File: src/rtl/spi_hold_pkg.sv
`timescale 1ns/1ps
// Shared definitions for the SPI hold-condition controller.
// Assumes the pin vector layout below is used by every module of the block.
package spi_hold_pkg;

    // Link state of the serial interface.
    typedef enum logic [1:0] {
        LNK_IDLE = 2'd0,   // deselected, waiting for chip select
        LNK_RUN  = 2'd1,   // selected, bits moving
        LNK_HOLD = 2'd2,   // selected, paused
        LNK_LOCK = 2'd3    // deselected during pause, waiting for release order
    } link_st_t;

    // Positions of the pins inside the synchronizer vector.
    localparam int PIN_CS   = 0;
    localparam int PIN_SCLK = 1;
    localparam int PIN_HOLD = 2;
    localparam int PIN_SI   = 3;
    localparam int PIN_NUM  = 4;

endpackage

File: src/rtl/spi_hold_sync.sv
`timescale 1ns/1ps
// Multi-bit, multi-stage synchronizer for asynchronous pins.
// Every bit gets its own flop chain. Assumes each bit is independent, so
// skew of one cycle between bits is acceptable to the consumer.
module spi_hold_sync #(
    parameter int             W       = 4,
    parameter int             STAGES  = 2,
    parameter logic [W-1:0]   RST_VAL = '0
) (
    input  logic         clk,
    input  logic         rst_n,
    input  logic [W-1:0] d,
    output logic [W-1:0] q
);

    for (genvar b = 0; b < W; b++) begin : g_bit
        logic [STAGES-1:0] chain;

        // Shift the pin value through the chain of this bit.
        always_ff @(posedge clk) begin
            if (!rst_n) chain <= {STAGES{RST_VAL[b]}};
            else        chain <= {chain[STAGES-2:0], d[b]};
        end

        assign q[b] = chain[STAGES-1];
    end

endmodule

File: src/rtl/spi_hold_fsm.sv
`timescale 1ns/1ps
// Link-state machine: decides when the interface runs, pauses or locks out.
// Inputs are already synchronized. Hold entry is armed by a falling edge of
// the hold pin while running and takes effect only with the clock low. Exit
// likewise waits for a low clock. A chip-select rise while paused locks the
// link until hold and chip select are both released.
module spi_hold_fsm
    import spi_hold_pkg::*;
(
    input  logic     clk,
    input  logic     rst_n,
    input  logic     cs_s,      // synchronized chip select, active low
    input  logic     sclk_s,    // synchronized serial clock
    input  logic     hold_s,    // synchronized hold pin, active low
    output link_st_t state,
    output logic     hold_active,
    output logic     selected,
    output logic     if_reset
);

    link_st_t st_q, st_d;
    logic     arm_q, arm_d;
    logic     hold_prev_q;
    logic     hold_fall;
    logic     want_hold;
    logic     if_reset_q;

    assign hold_fall = hold_prev_q & ~hold_s;
    assign want_hold = (arm_q | hold_fall) & ~hold_s;

    // Next-state and arm computation.
    always_comb begin
        st_d  = st_q;
        arm_d = arm_q;
        unique case (st_q)
            LNK_IDLE: begin
                arm_d = 1'b0;
                if (!cs_s) st_d = LNK_RUN;
            end
            LNK_RUN: begin
                if (cs_s) begin
                    st_d  = LNK_IDLE;
                    arm_d = 1'b0;
                end else if (want_hold && !sclk_s) begin
                    st_d  = LNK_HOLD;
                    arm_d = 1'b0;
                end else begin
                    arm_d = want_hold;
                end
            end
            LNK_HOLD: begin
                if (cs_s)                  st_d = LNK_LOCK;
                else if (hold_s && !sclk_s) st_d = LNK_RUN;
            end
            LNK_LOCK: begin
                if (cs_s && hold_s) st_d = LNK_IDLE;
            end
            default: st_d = LNK_IDLE;
        endcase
    end

    // State, arm flag and hold-pin history registers.
    always_ff @(posedge clk) begin
        if (!rst_n) begin
            st_q        <= LNK_IDLE;
            arm_q       <= 1'b0;
            hold_prev_q <= 1'b1;
        end else begin
            st_q        <= st_d;
            arm_q       <= arm_d;
            hold_prev_q <= hold_s;
        end
    end

    // Interface reset pulse on deselection of an active link.
    always_ff @(posedge clk) begin
        if (!rst_n) if_reset_q <= 1'b0;
        else        if_reset_q <= selected & cs_s;
    end

    assign state       = st_q;
    assign hold_active = (st_q == LNK_HOLD);
    assign selected    = (st_q == LNK_RUN) || (st_q == LNK_HOLD);
    assign if_reset    = if_reset_q;

    AST_ENTER_SCLK_LOW: assert property (@(posedge clk) disable iff (!rst_n)
        $rose(hold_active) |-> !$past(sclk_s) && !$past(hold_s));
    AST_EXIT_SCLK_LOW: assert property (@(posedge clk) disable iff (!rst_n)
        ($fell(hold_active) && st_q == LNK_RUN) |-> !$past(sclk_s) && $past(hold_s));
    AST_CS_RISE_LOCKS: assert property (@(posedge clk) disable iff (!rst_n)
        (hold_active && cs_s) |=> (st_q == LNK_LOCK));
    AST_LOCK_ORDER: assert property (@(posedge clk) disable iff (!rst_n)
        (st_q == LNK_LOCK && !(cs_s && hold_s)) |=> (st_q == LNK_LOCK));
    AST_RST_SINGLE: assert property (@(posedge clk) disable iff (!rst_n)
        if_reset |=> !if_reset);

endmodule

File: src/rtl/spi_hold_shift.sv
`timescale 1ns/1ps
// Receive shifter, bit counter and transmit output flop.
// Shifts only on strobes that the caller has already qualified, so any
// pause simply freezes the contents. Clear empties the partial word.
module spi_hold_shift #(
    parameter int DATA_W = 8
) (
    input  logic              clk,
    input  logic              rst_n,
    input  logic              clr,
    input  logic              rx_en,
    input  logic              si_s,
    input  logic              tx_en,
    input  logic              so_bit,
    output logic [DATA_W-1:0] rx_byte,
    output logic              rx_valid,
    output logic              so_out
);

    localparam int               CNT_W = (DATA_W > 1) ? $clog2(DATA_W) : 1;
    localparam logic [CNT_W-1:0] LAST  = CNT_W'(DATA_W - 1);

    logic [DATA_W-1:0] sh_q;
    logic [CNT_W-1:0]  cnt_q;
    logic [DATA_W-1:0] sh_next;

    assign sh_next = {sh_q[DATA_W-2:0], si_s};

    // Receive path: shift in MSB first, count bits, publish full words.
    always_ff @(posedge clk) begin
        if (!rst_n) begin
            sh_q     <= '0;
            cnt_q    <= '0;
            rx_byte  <= '0;
            rx_valid <= 1'b0;
        end else if (clr) begin
            sh_q     <= '0;
            cnt_q    <= '0;
            rx_valid <= 1'b0;
        end else if (rx_en) begin
            sh_q <= sh_next;
            if (cnt_q == LAST) begin
                cnt_q    <= '0;
                rx_byte  <= sh_next;
                rx_valid <= 1'b1;
            end else begin
                cnt_q    <= cnt_q + 1'b1;
                rx_valid <= 1'b0;
            end
        end else begin
            rx_valid <= 1'b0;
        end
    end

    // Transmit path: present the next output bit on each qualified strobe.
    always_ff @(posedge clk) begin
        if (!rst_n)     so_out <= 1'b0;
        else if (tx_en) so_out <= so_bit;
    end

    AST_FROZEN_WHEN_IDLE: assert property (@(posedge clk) disable iff (!rst_n)
        (!rx_en && !clr) |=> $stable(cnt_q) && $stable(sh_q));
    AST_VALID_FROM_SHIFT: assert property (@(posedge clk) disable iff (!rst_n)
        rx_valid |-> $past(rx_en));

endmodule

File: src/rtl/spi_hold_ctrl.sv
`timescale 1ns/1ps
// Top of the SPI hold-condition controller.
// Synchronizes the pins, detects serial clock edges in the system clock
// domain, runs the link-state machine and gates the shift strobes and the
// output enable with it. Assumes the system clock is fast enough to see
// every serial clock level for at least two cycles.
module spi_hold_ctrl
    import spi_hold_pkg::*;
#(
    parameter int DATA_W      = 8,
    parameter int SYNC_STAGES = 2
) (
    input  logic              clk,
    input  logic              rst_n,
    input  logic              cs_n_pin,
    input  logic              sclk_pin,
    input  logic              hold_n_pin,
    input  logic              si_pin,
    input  logic              so_bit,
    input  logic              out_phase,
    output logic              hold_active,
    output logic              if_reset,
    output logic              so_oe,
    output logic              so_out,
    output logic              rx_shift_en,
    output logic              tx_shift_en,
    output logic [DATA_W-1:0] rx_byte,
    output logic              rx_valid
);

    localparam logic [PIN_NUM-1:0] PIN_RST = PIN_NUM'((1 << PIN_CS) | (1 << PIN_HOLD));

    logic [PIN_NUM-1:0] pins_raw;
    logic [PIN_NUM-1:0] pins_s;
    logic               sclk_prev_q;
    logic               sclk_rise;
    logic               sclk_fall;
    logic               selected;
    logic               running;
    link_st_t           state;

    always_comb begin
        pins_raw           = '0;
        pins_raw[PIN_CS]   = cs_n_pin;
        pins_raw[PIN_SCLK] = sclk_pin;
        pins_raw[PIN_HOLD] = hold_n_pin;
        pins_raw[PIN_SI]   = si_pin;
    end

    spi_hold_sync #(
        .W       (PIN_NUM),
        .STAGES  (SYNC_STAGES),
        .RST_VAL (PIN_RST)
    ) u_sync (
        .clk   (clk),
        .rst_n (rst_n),
        .d     (pins_raw),
        .q     (pins_s)
    );

    // Serial clock history for edge detection.
    always_ff @(posedge clk) begin
        if (!rst_n) sclk_prev_q <= 1'b0;
        else        sclk_prev_q <= pins_s[PIN_SCLK];
    end

    assign sclk_rise = pins_s[PIN_SCLK] & ~sclk_prev_q;
    assign sclk_fall = ~pins_s[PIN_SCLK] & sclk_prev_q;

    spi_hold_fsm u_fsm (
        .clk         (clk),
        .rst_n       (rst_n),
        .cs_s        (pins_s[PIN_CS]),
        .sclk_s      (pins_s[PIN_SCLK]),
        .hold_s      (pins_s[PIN_HOLD]),
        .state       (state),
        .hold_active (hold_active),
        .selected    (selected),
        .if_reset    (if_reset)
    );

    assign running     = (state == LNK_RUN);
    assign rx_shift_en = running & sclk_rise;
    assign tx_shift_en = running & sclk_fall;
    assign so_oe       = running & ~pins_s[PIN_CS] & out_phase;

    spi_hold_shift #(
        .DATA_W (DATA_W)
    ) u_shift (
        .clk      (clk),
        .rst_n    (rst_n),
        .clr      (~selected),
        .rx_en    (rx_shift_en),
        .si_s     (pins_s[PIN_SI]),
        .tx_en    (tx_shift_en),
        .so_bit   (so_bit),
        .rx_byte  (rx_byte),
        .rx_valid (rx_valid),
        .so_out   (so_out)
    );

    AST_NO_SHIFT_IN_HOLD: assert property (@(posedge clk) disable iff (!rst_n)
        hold_active |-> !rx_shift_en && !tx_shift_en);
    AST_OE_GATED: assert property (@(posedge clk) disable iff (!rst_n)
        so_oe |-> !hold_active && selected && out_phase);
    AST_QUIET_AFTER_DESELECT: assert property (@(posedge clk) disable iff (!rst_n)
        !selected |-> !so_oe && !rx_shift_en);

endmodule

File: config.mk
export PLATFORM = sky130hd
export DESIGN_NAME = spi_hold_ctrl
export DESIGN_NICKNAME = d
export VERILOG_FILES = /design/src/rtl/spi_hold_pkg.sv /design/src/rtl/spi_hold_sync.sv /design/src/rtl/spi_hold_fsm.sv /design/src/rtl/spi_hold_shift.sv /design/src/rtl/spi_hold_ctrl.sv
export SDC_FILE = /design/constraint.sdc
export NUM_CORES = 1
export LEC_CHECK = 0
export ABC_CLOCK_PERIOD_IN_PS = 2029
export CAP_MARGIN = 20
export CORE_MARGIN = 2
export CORE_UTILIZATION = 44
export CTS_BUF_LIST = sky130_fd_sc_hd__clkbuf_8
export DETAILED_ROUTE_END_ITERATION = 10
export PLACE_DENSITY_LB_ADDON = 0.2
export REMOVE_ABC_BUFFERS = 1
export SLEW_MARGIN = 0
export SYNTH_ARGS = -nofsm -noshare
export SYNTH_HDL_FRONTEND = slang
export SYNTH_SLANG_ARGS = --single-unit
File: constraint.sdc
create_clock -name clk -period 2.03 [get_ports clk]
set_input_delay 0.203 -clock clk [delete_from_list [all_inputs] [get_ports clk]]
set_output_delay 0.203 -clock clk [all_outputs]
set_load 0.03 [all_outputs]
### Word-level counts from Yosys, hierarchy flattened

Index checks and enable logic that the tools add are counted.

| word-level totals | value |
|---|---|
| register bits | 34 |
| input port bits | 8 |
| output and inout port bits | 15 |
| word-level logic and storage cells | 60 |

| cells by class | value |
|---|---|
| add/subtract/negate cells | 1 |
| equal/unequal tests | 8 |
| mux-type cells | 12 |
| bitwise gates (word level) | 14 |
| reduce and logical (&&, ||, !) cells | 11 |

Operators with widths:

| cell | count |
|---|---|
| 2-to-1 mux 2 bit | 6 |
| AND 1 bit | 9 |
| case mux 2 bit (4 select lines) | 1 |
| != test 3 x 1 -> 1 bit (second input constant) | 2 |
| AND reduction 3 bit | 2 |
| equality test 2 bit (second input constant) | 2 |
| NOT 1 bit | 4 |
| AND reduction 4 bit | 1 |
| adder 3 x 1 -> 3 bit (second input constant) | 1 |
| equality test 3 bit (second input constant) | 1 |
| logical AND 1 bit | 3 |
| 2-to-1 mux 1 bit | 3 |
| 2-to-1 mux 3 bit | 1 |
| equality test 2 x 1 -> 1 bit (second input constant) | 1 |
| logical NOT 2 bit | 1 |
| != test 2 x 1 -> 1 bit (second input constant) | 1 |
| != test 2 bit (second input constant) | 1 |
| case mux 1 bit (2 select lines) | 1 |
| AND reduction 2 bit | 1 |
| nonzero test 2 bit | 1 |
| logical NOT 1 bit | 1 |
| logical OR 1 bit | 1 |
| bitwise OR 1 bit | 1 |

### Longest topological paths before layout

Gate-level depths: netlist of run 1.

| logic depth | value |
|---|---|
| depth after elaboration | 8 |
| depth in mapped cells | 8 |

### By module

A second synthesis of run 1 with hierarchy kept.

| second synthesis, totals | value |
|---|---|
| cell total of the unflattened synthesis | 137 |
| area, all modules | 1,408.9 um2 |

Modules (own cells, without submodules):

| module | times used | cells each | area an instance (um2) | sequential area each (um2) |
|---|---|---|---|---|
| spi_hold_shift | 1 | 78 | 784.5 | 400.4 |
| spi_hold_fsm | 1 | 33 | 315.3 | 100.1 |
| spi_hold_sync | 1 | 20 | 240.2 | 160.2 |
| spi_hold_ctrl | 1 | 6 | 68.8 | 20.0 |

### Least setup slack after synthesis of run 1

Ideal clock, no wire load.

| path | value |
|---|---|
| kind | reg-to-reg |
| start point | register u_fsm.st_q[0] (netlist: u_fsm.state[0]) |
| end point | register u_fsm.st_q[1] (netlist: u_fsm.state[1]) |
| arrival time | 1.436 ns |
| data required time | 1.944 ns |
| path slack | 0.508 ns |
| cell stages (with the launch flop) | 6 |
| clock period less this slack | 1.522 ns |
| cells stage by stage | dfxtp_1 -> inv_1 -> ha_1 -> a211oi_2 -> or2_2 -> a221oi_2 |

| between the ends | value |
|---|---|
| cells in the longest elaborated chain, start to end | 3 |
| elaborated cells between the ends (all ways) | 10 |
| classes of those cells | eq/ne (7); mux (1); reduce/logical (2) |

RTL lines:

| item | line | RTL |
|---|---|---|
| start, declared | spi_hold_fsm.sv:21 | `link_st_t st_q, st_d;` |
| start signal, assigned | spi_hold_fsm.sv:69 | `st_q <= st_d;` |
| equality test 2 bit * | - |  |
| net hold_active | spi_hold_ctrl.sv:21 | `output logic hold_active,` |
| != test 3 x 1 -> 1 bit (no source line) | - |  |
| AND reduction 4 bit (no source line) | - |  |

Mark *: on every way through the listed nets, which the timed path passes. The rest lies on a longest branch.
A chain may end at the register's enable or synchronous reset.

### Worst setup path in the final report of run 1

| path | value |
|---|---|
| start point | register u_fsm.st_q[0] (netlist: u_fsm.state[0]) |
| end point | output hold_active |

| between the ends | value |
|---|---|
| cells in the longest elaborated chain, start to end | 1 |

RTL lines:

| item | line | RTL |
|---|---|---|
| equality test 2 bit | spi_hold_fsm.sv:82 | `assign hold_active = (st_q == LNK_HOLD);` |
| end, declared | spi_hold_ctrl.sv:21 |  |

Every way passes these cells.

==> impl_results.md, run 1 <==
- All-Layer GR Usage: 16.1%
- Drt via density: 4.90
- I/O pin cnt: 23
- Crit Path Category: register to primary output
- Leak: 0.000644 uW
- Chip Height: 58.5 um
- Placed Area: 0.00157 mm2
- Hold Vio Cnt, Final: 0
- WP data required: 1.83 ns
- Comb pwr share: 22.9%
- Post-Synthesis Cells: 135
- Finished Core Util: 59.7%
- Row count: 19
- DR WL/cell: 11.8 um
- Synth Cell Area: 0.00131 mm2
- Antenna diode count: 0
- Via count: 956
- Max-slew violation count: 0
- Netlist cell types: 29
- Worst-Skew Late Latency: 0.28 ns
- Sequential area share after synthesis: 52.0%
- Nets: 178
- Clk_skew: 0.00303 ns
- Status: complete, no violations
- Pin count of the biggest net entering global routing: 13
- Num Clock Sinks: 34
- Peak VDD IR: 695 uV
- Startpoint Class: register
- Initial antenna violation count: 0
- Final std cells w/o fill: 195
- Vias in the first global route: 912
- Cts-stage hold buffer count: 0
- Flop pwr share: 45.3%
- Final period utilization: 93.6%
- Total negative slack: 0 ns
- DR DRC count: 0
- CTS Root Cell: clkbuf_8
- CORE AREA: 0.00278 mm2
- Layout area overhead: 26.9%
- Psw: 477 uW
- Placed cell count: 187
- Post-synth EDFFs: 0
- Most frequent cells in the layout: dfxtp_1 (34), nand2_1 (20), clkdlybuf4s50_1 (19), nor2_1 (14), a21oi_1 (12)
- R2R Setup Slk: 0.20 ns
- 1st-iter DRT viols: 11
- Endpoint class of the critical path: primary output
- Max clock buf depth: 2
- Top_reg_cell synth: dfxtp_1
- Total CTS buffers: 5
- Post-CTS Setup Repair Bufs: 0
- FF+latch count, synth: 34
- I/O Buffers: 22
- Post-DP HPWL: 1620 um
- CTS H-tree lvls: 2
- RePlAce Congestion: 0.775
- Layout cells sized above 1: 12.8%
- Detailed Routing Iterations Pass 1: 4
- Max-cap viol count: 0
- Gr ovfl total: 0
- Final min period: 1.90 ns
- Die area: 0.00343 mm2
- # fillers: 254
- CP max FO: 4
- Most common cell after layout, fill and taps aside: dfxtp_1
- Least-Margin Pin Slew: 0.487 ns
- Arr. time, crit path: 1.70 ns
- Clock power frac: 31.8%
- Post-DRT Antenna Nets: 0
- Ys async rst share: 0%
- First-pass GRT wire length: 3990 um
- Max_slew headroom: 67.5%
- CTS resizes: 2
- P per Cell Area: 969 mW/mm2
- CTS tree: built
- Fmax: 526 MHz
- Drt total wl: 2300 um
- Syn. warnings: 0
- Final Instance Area: 0.00166 mm2
- Switch share: 29.7%
- Worst-path clk slew: 0.07 ns
- HP Class: register to register
- Initial Util: 47.1%
- RSZ-0062 raised after global routing: no
- Hold WS: 0.409 ns
- Final setup violation count: 0
- Syn_area_per_cell: 9.69 um2
- Die width: 58.5 um
- Internal power: 1130 uW
-- state kept, by name, indices dropped and copies added (netlist names) --
register	cells
u_shift.rx_byte	8
u_sync.g_bit.chain	8
u_shift.sh_q	7
u_shift.cnt_q	3
u_fsm.state	2
sclk_prev_q	1
u_fsm.arm_q	1
u_fsm.hold_prev_q	1
u_fsm.if_reset	1
u_shift.rx_valid	1
u_shift.so_out	1
-- power groups by stage --
stage | Clock [uW] | Combinational [uW] | Sequential, uW
4_1_cts | 529 | 375 | 728
5_1_grt | 563 | 409 | 733
2_1_floorplan | 0 | 237 | 751
3_3_place_gp | 0 | 362 | 740
3_5_place_dp | 0 | 370 | 745
6_report | 512 | 369 | 729
-- per-layer routing --
metal,up-vias,global-route usage (%),part of all wire [%]
met5,-,0,0
met4,0,9.97,2.3
met3,5,4.84,3.5
met2,14,25.8,46
met1,434,18.7,48
li1,503,-,-
-- worst max-delay path: stages, from the launching register on --
cell	delay, ns
dfxtp_1	0.35
inv_1	0.12
ha_1	0.25
clkdlybuf4s50_1	0.70
-- area by class of cell --
class,instances,area (um2),share of cell area (%)
multi-input cells,92,586,35.3
repair buffers,26,245,14.8
clock buffers,6,82.6,4.97
inverters,4,15.0,0.904
well taps,31,38.8,2.34
clock inverters,2,12.5,0.754
flip-flops and latches,34,681,41.0
-- synthesized netlist by cell type, types with 2 or more instances --
cell | number | share of area [%]
clkbuf_1 | 3 | 0.86
dfxtp_1 | 34 | 52
and2_1 | 5 | 2.4
and3_1 | 2 | 0.96
nand2_1 | 20 | 5.7
nand2b_1 | 6 | 2.9
nor2b_1 | 2 | 0.96
inv_1 | 3 | 0.86
a21oi_1 | 12 | 4.6
mux2i_1 | 10 | 7.6
ha_1 | 7 | 6.7
nor2_1 | 14 | 4.0
-- logic make-up (layout without fill, tap and decap cells) --
family | count (synthesis) | in the layout | share of synthesized area [%]
adders and majority gates | 7 | 7 | 6.69
muxes | 10 | 10 | 7.65
DFF | 34 | 34 | 52.0
AOI/OAI and AO/OA | 17 | 17 | 8.03
buffers and inverters | 9 | 38 | 3.25
and+or+nand+nor | 58 | 58 | 22.4
-- per-stage QoR --
| stage | setup slack [ns] | total power, uW |
|---|---|---|
| 6_report | 0.129 | 1610 |
| 3_5_place_dp | 0.165 | 1110 |
| 4_1_cts | 0.112 | 1630 |
| 2_1_floorplan | 0.104 | 988 |
| 3_3_place_gp | 0.216 | 1100 |
| 5_1_grt | 0.00256 | 1710 |
-- path summary, 6_finish.rpt --
kind,start,to,cells after the start
max reg2reg,u_fsm.state[1],u_shift.rx_byte[3],8
min,u_sync.g_bit[2].chain[0],u_sync.g_bit[2].chain[1],1
max,u_fsm.state[0],hold_active,3
min reg2reg,u_sync.g_bit[2].chain[0],u_sync.g_bit[2].chain[1],1
(Power assumes the default switching activity.)
==> run 2: changes to the inputs <==
Settings changed: ABC_CLOCK_PERIOD_IN_PS 2029 to 2000.
Clock period 2.03 ns to 2 ns, I/O delays scaled along.
==> run 2 against run 1 <==
Total power is 0.70% lower. Clock-buffer cell count did not move. Worst setup slack got worse by 0.013 ns. Wire length is 2.0% higher. Die area is the same. Largest power group unchanged. Highest routed layer unchanged.
==> impl_results.md, run 2 (synthesis results as in run 1) <==
- 1st-iter DRT viols: 20
- Top Layer Used: met4
- RePlAce Congestion: 0.776
- Final period utilization: 94.2%
- Post-DRT Antenna Nets: 0
- Die area: 0.00343 mm2
- Detailed Routing Iterations Pass 1: 4
- Switch share: 28.9%
- Fmax: 531 MHz
- Chip Height: 58.5 um
- Met2 wire length: 1140 um
- Clock power frac: 30.3%
- CTS tree: built
- Peak VDD IR: 689 uV
- Post-DP HPWL: 1650 um
- Placed cell count: 187
- Most common cell after layout, fill and taps aside: dfxtp_1
- Final std cells w/o fill: 193
- Leak: 0.000640 uW
- Worst-path clk slew: 0.06 ns
- Final min period: 1.88 ns
- Met1 WL: 1090 um
- WL met3: 73 um
- All-Layer GR Usage: 15.5%
- Worst reg-to-reg path cell count: 9
- CP max FO: 4
- Multi-input gate area: 586 um2
- HP Class: register to register
- DR WL/cell: 12.1 um
- CORE AREA: 0.00278 mm2
- Initial Util: 47.1%
- WHS Path Cells: 1
- Vias in the first global route: 935
- Num Clock Sinks: 34
- Die width: 58.5 um
- Max_slew headroom: 74.7%
- Most frequent cells in the layout: dfxtp_1 (34), nand2_1 (20), clkdlybuf4s50_1 (19), nor2_1 (14), a21oi_1 (12)
- Drt via density: 4.92
- Status: complete, no violations
- CTS H-tree lvls: 2
- Total negative slack: 0 ns
- Hold Vio Cnt, Final: 0
- Via count: 949
- Crit Path Category: register to primary output
- Comb pwr share: 23.5%
- Layout cells sized above 1: 11.7%
- First-pass GRT wire length: 3870 um
- CTS Root Cell: clkbuf_8
- Total CTS buffers: 5
- R2R Setup Slk: 0.18 ns
- Drt total wl: 2340 um
- Startpoint Class: register
- Final setup violation count: 0
- Largest registers: u_shift.rx_byte (8), u_sync.g_bit.chain (8), u_shift.sh_q (7)
- Layout area overhead: 25.9%
- WP data required: 1.80 ns
- Pin count of the biggest net entering global routing: 13
- Nets: 178
- Sequential Area: 681 um2
- P per Cell Area: 970 mW/mm2
- Cts-stage hold buffer count: 0
- Max clock buf depth: 2
- Internal power: 1140 uW
- # fillers: 252
- Endpoint class of the critical path: primary output
- I/O Buffers: 22
- Worst-Skew Late Latency: 0.27 ns
- Pre-CTS setup slack: 0.153 ns
- Gr ovfl total: 0
- Max-cap viol count: 0
- DR DRC count: 0
- Arr. time, crit path: 1.68 ns
- Flop pwr share: 46.2%
- Clk_skew: 0.00371 ns
- I/O pin cnt: 23
- Row count: 19
- Least-Margin Pin Slew: 0.379 ns
- Psw: 462 uW
- Final WS setup: 0.117 ns
- RSZ-0062 raised after global routing: no
- Antenna diode count: 0
- Max-slew violation count: 0
- Initial antenna violation count: 0
run 2: cell types whose count changed in the layout (fill, tap and decap cells not counted), sizes merged:
cell / delta
clkinvlp: -1
clkinv: -1
run 2: through the flow:
| step | util (%) | instance area, um2 | hold slack (ns) | power, uW |
|---|---|---|---|---|
| after floorplan | - | 1280 | 0.273 | 1000 |
| after global placement | 56.4 | 1570 | 0.391 | 1120 |
| after detailed placement | 56.4 | 1570 | 0.400 | 1130 |
| after CTS | 59.2 | 1650 | 0.412 | 1610 |
| after global routing | 59.2 | 1650 | 0.433 | 1680 |
| final | 59.2 | 1650 | 0.406 | 1600 |
run 2: area by class of cell:
type,instances,area share (%)
sequential,34,41.3
multi-input combinational,92,35.5
timing repair buffer,26,14.9
clock buffer,6,5.01
tap,31,2.35
inverter,4,0.911
run 2: worst max-delay path, cell delays in order, from the launching register on:
cell	delay (ns)
dfxtp_1	0.33
inv_1	0.14
ha_1	0.21
nor2b_1	0.20
and2_1	0.14
dlygate4sd2_1	0.39
run 2: worst paths after layout:
check,startpoint,end
worst max-delay path,u_fsm.state[1],so_oe
worst min-delay path,u_sync.g_bit[0].chain[0],u_sync.g_bit[0].chain[1]
worst max register to register,u_fsm.state[1],u_shift.rx_byte[7]
worst min register to register,u_sync.g_bit[0].chain[0],u_sync.g_bit[0].chain[1]
run 2: metal layers:
metal | global-route usage [%] | up-vias
met2 | 25.7 | 18
met3 | 4.62 | 4
met1 | 18.1 | 431
met4 | 7.97 | 0
li1 | - | 496
met5 | 0 | -
run 2: timing repair:
action,in CTS,in global routing
setup buffers,0,0
resized for setup,2,0
endpoints found under the setup margin,2,0
run 2: power groups by stage:
stage	logic [uW]	registers, uW	clock network, uW
after global placement	364	751	0
after global routing	414	743	520
after CTS	378	739	490
final	375	739	485
after detailed placement	377	753	0
after floorplan	240	763	0
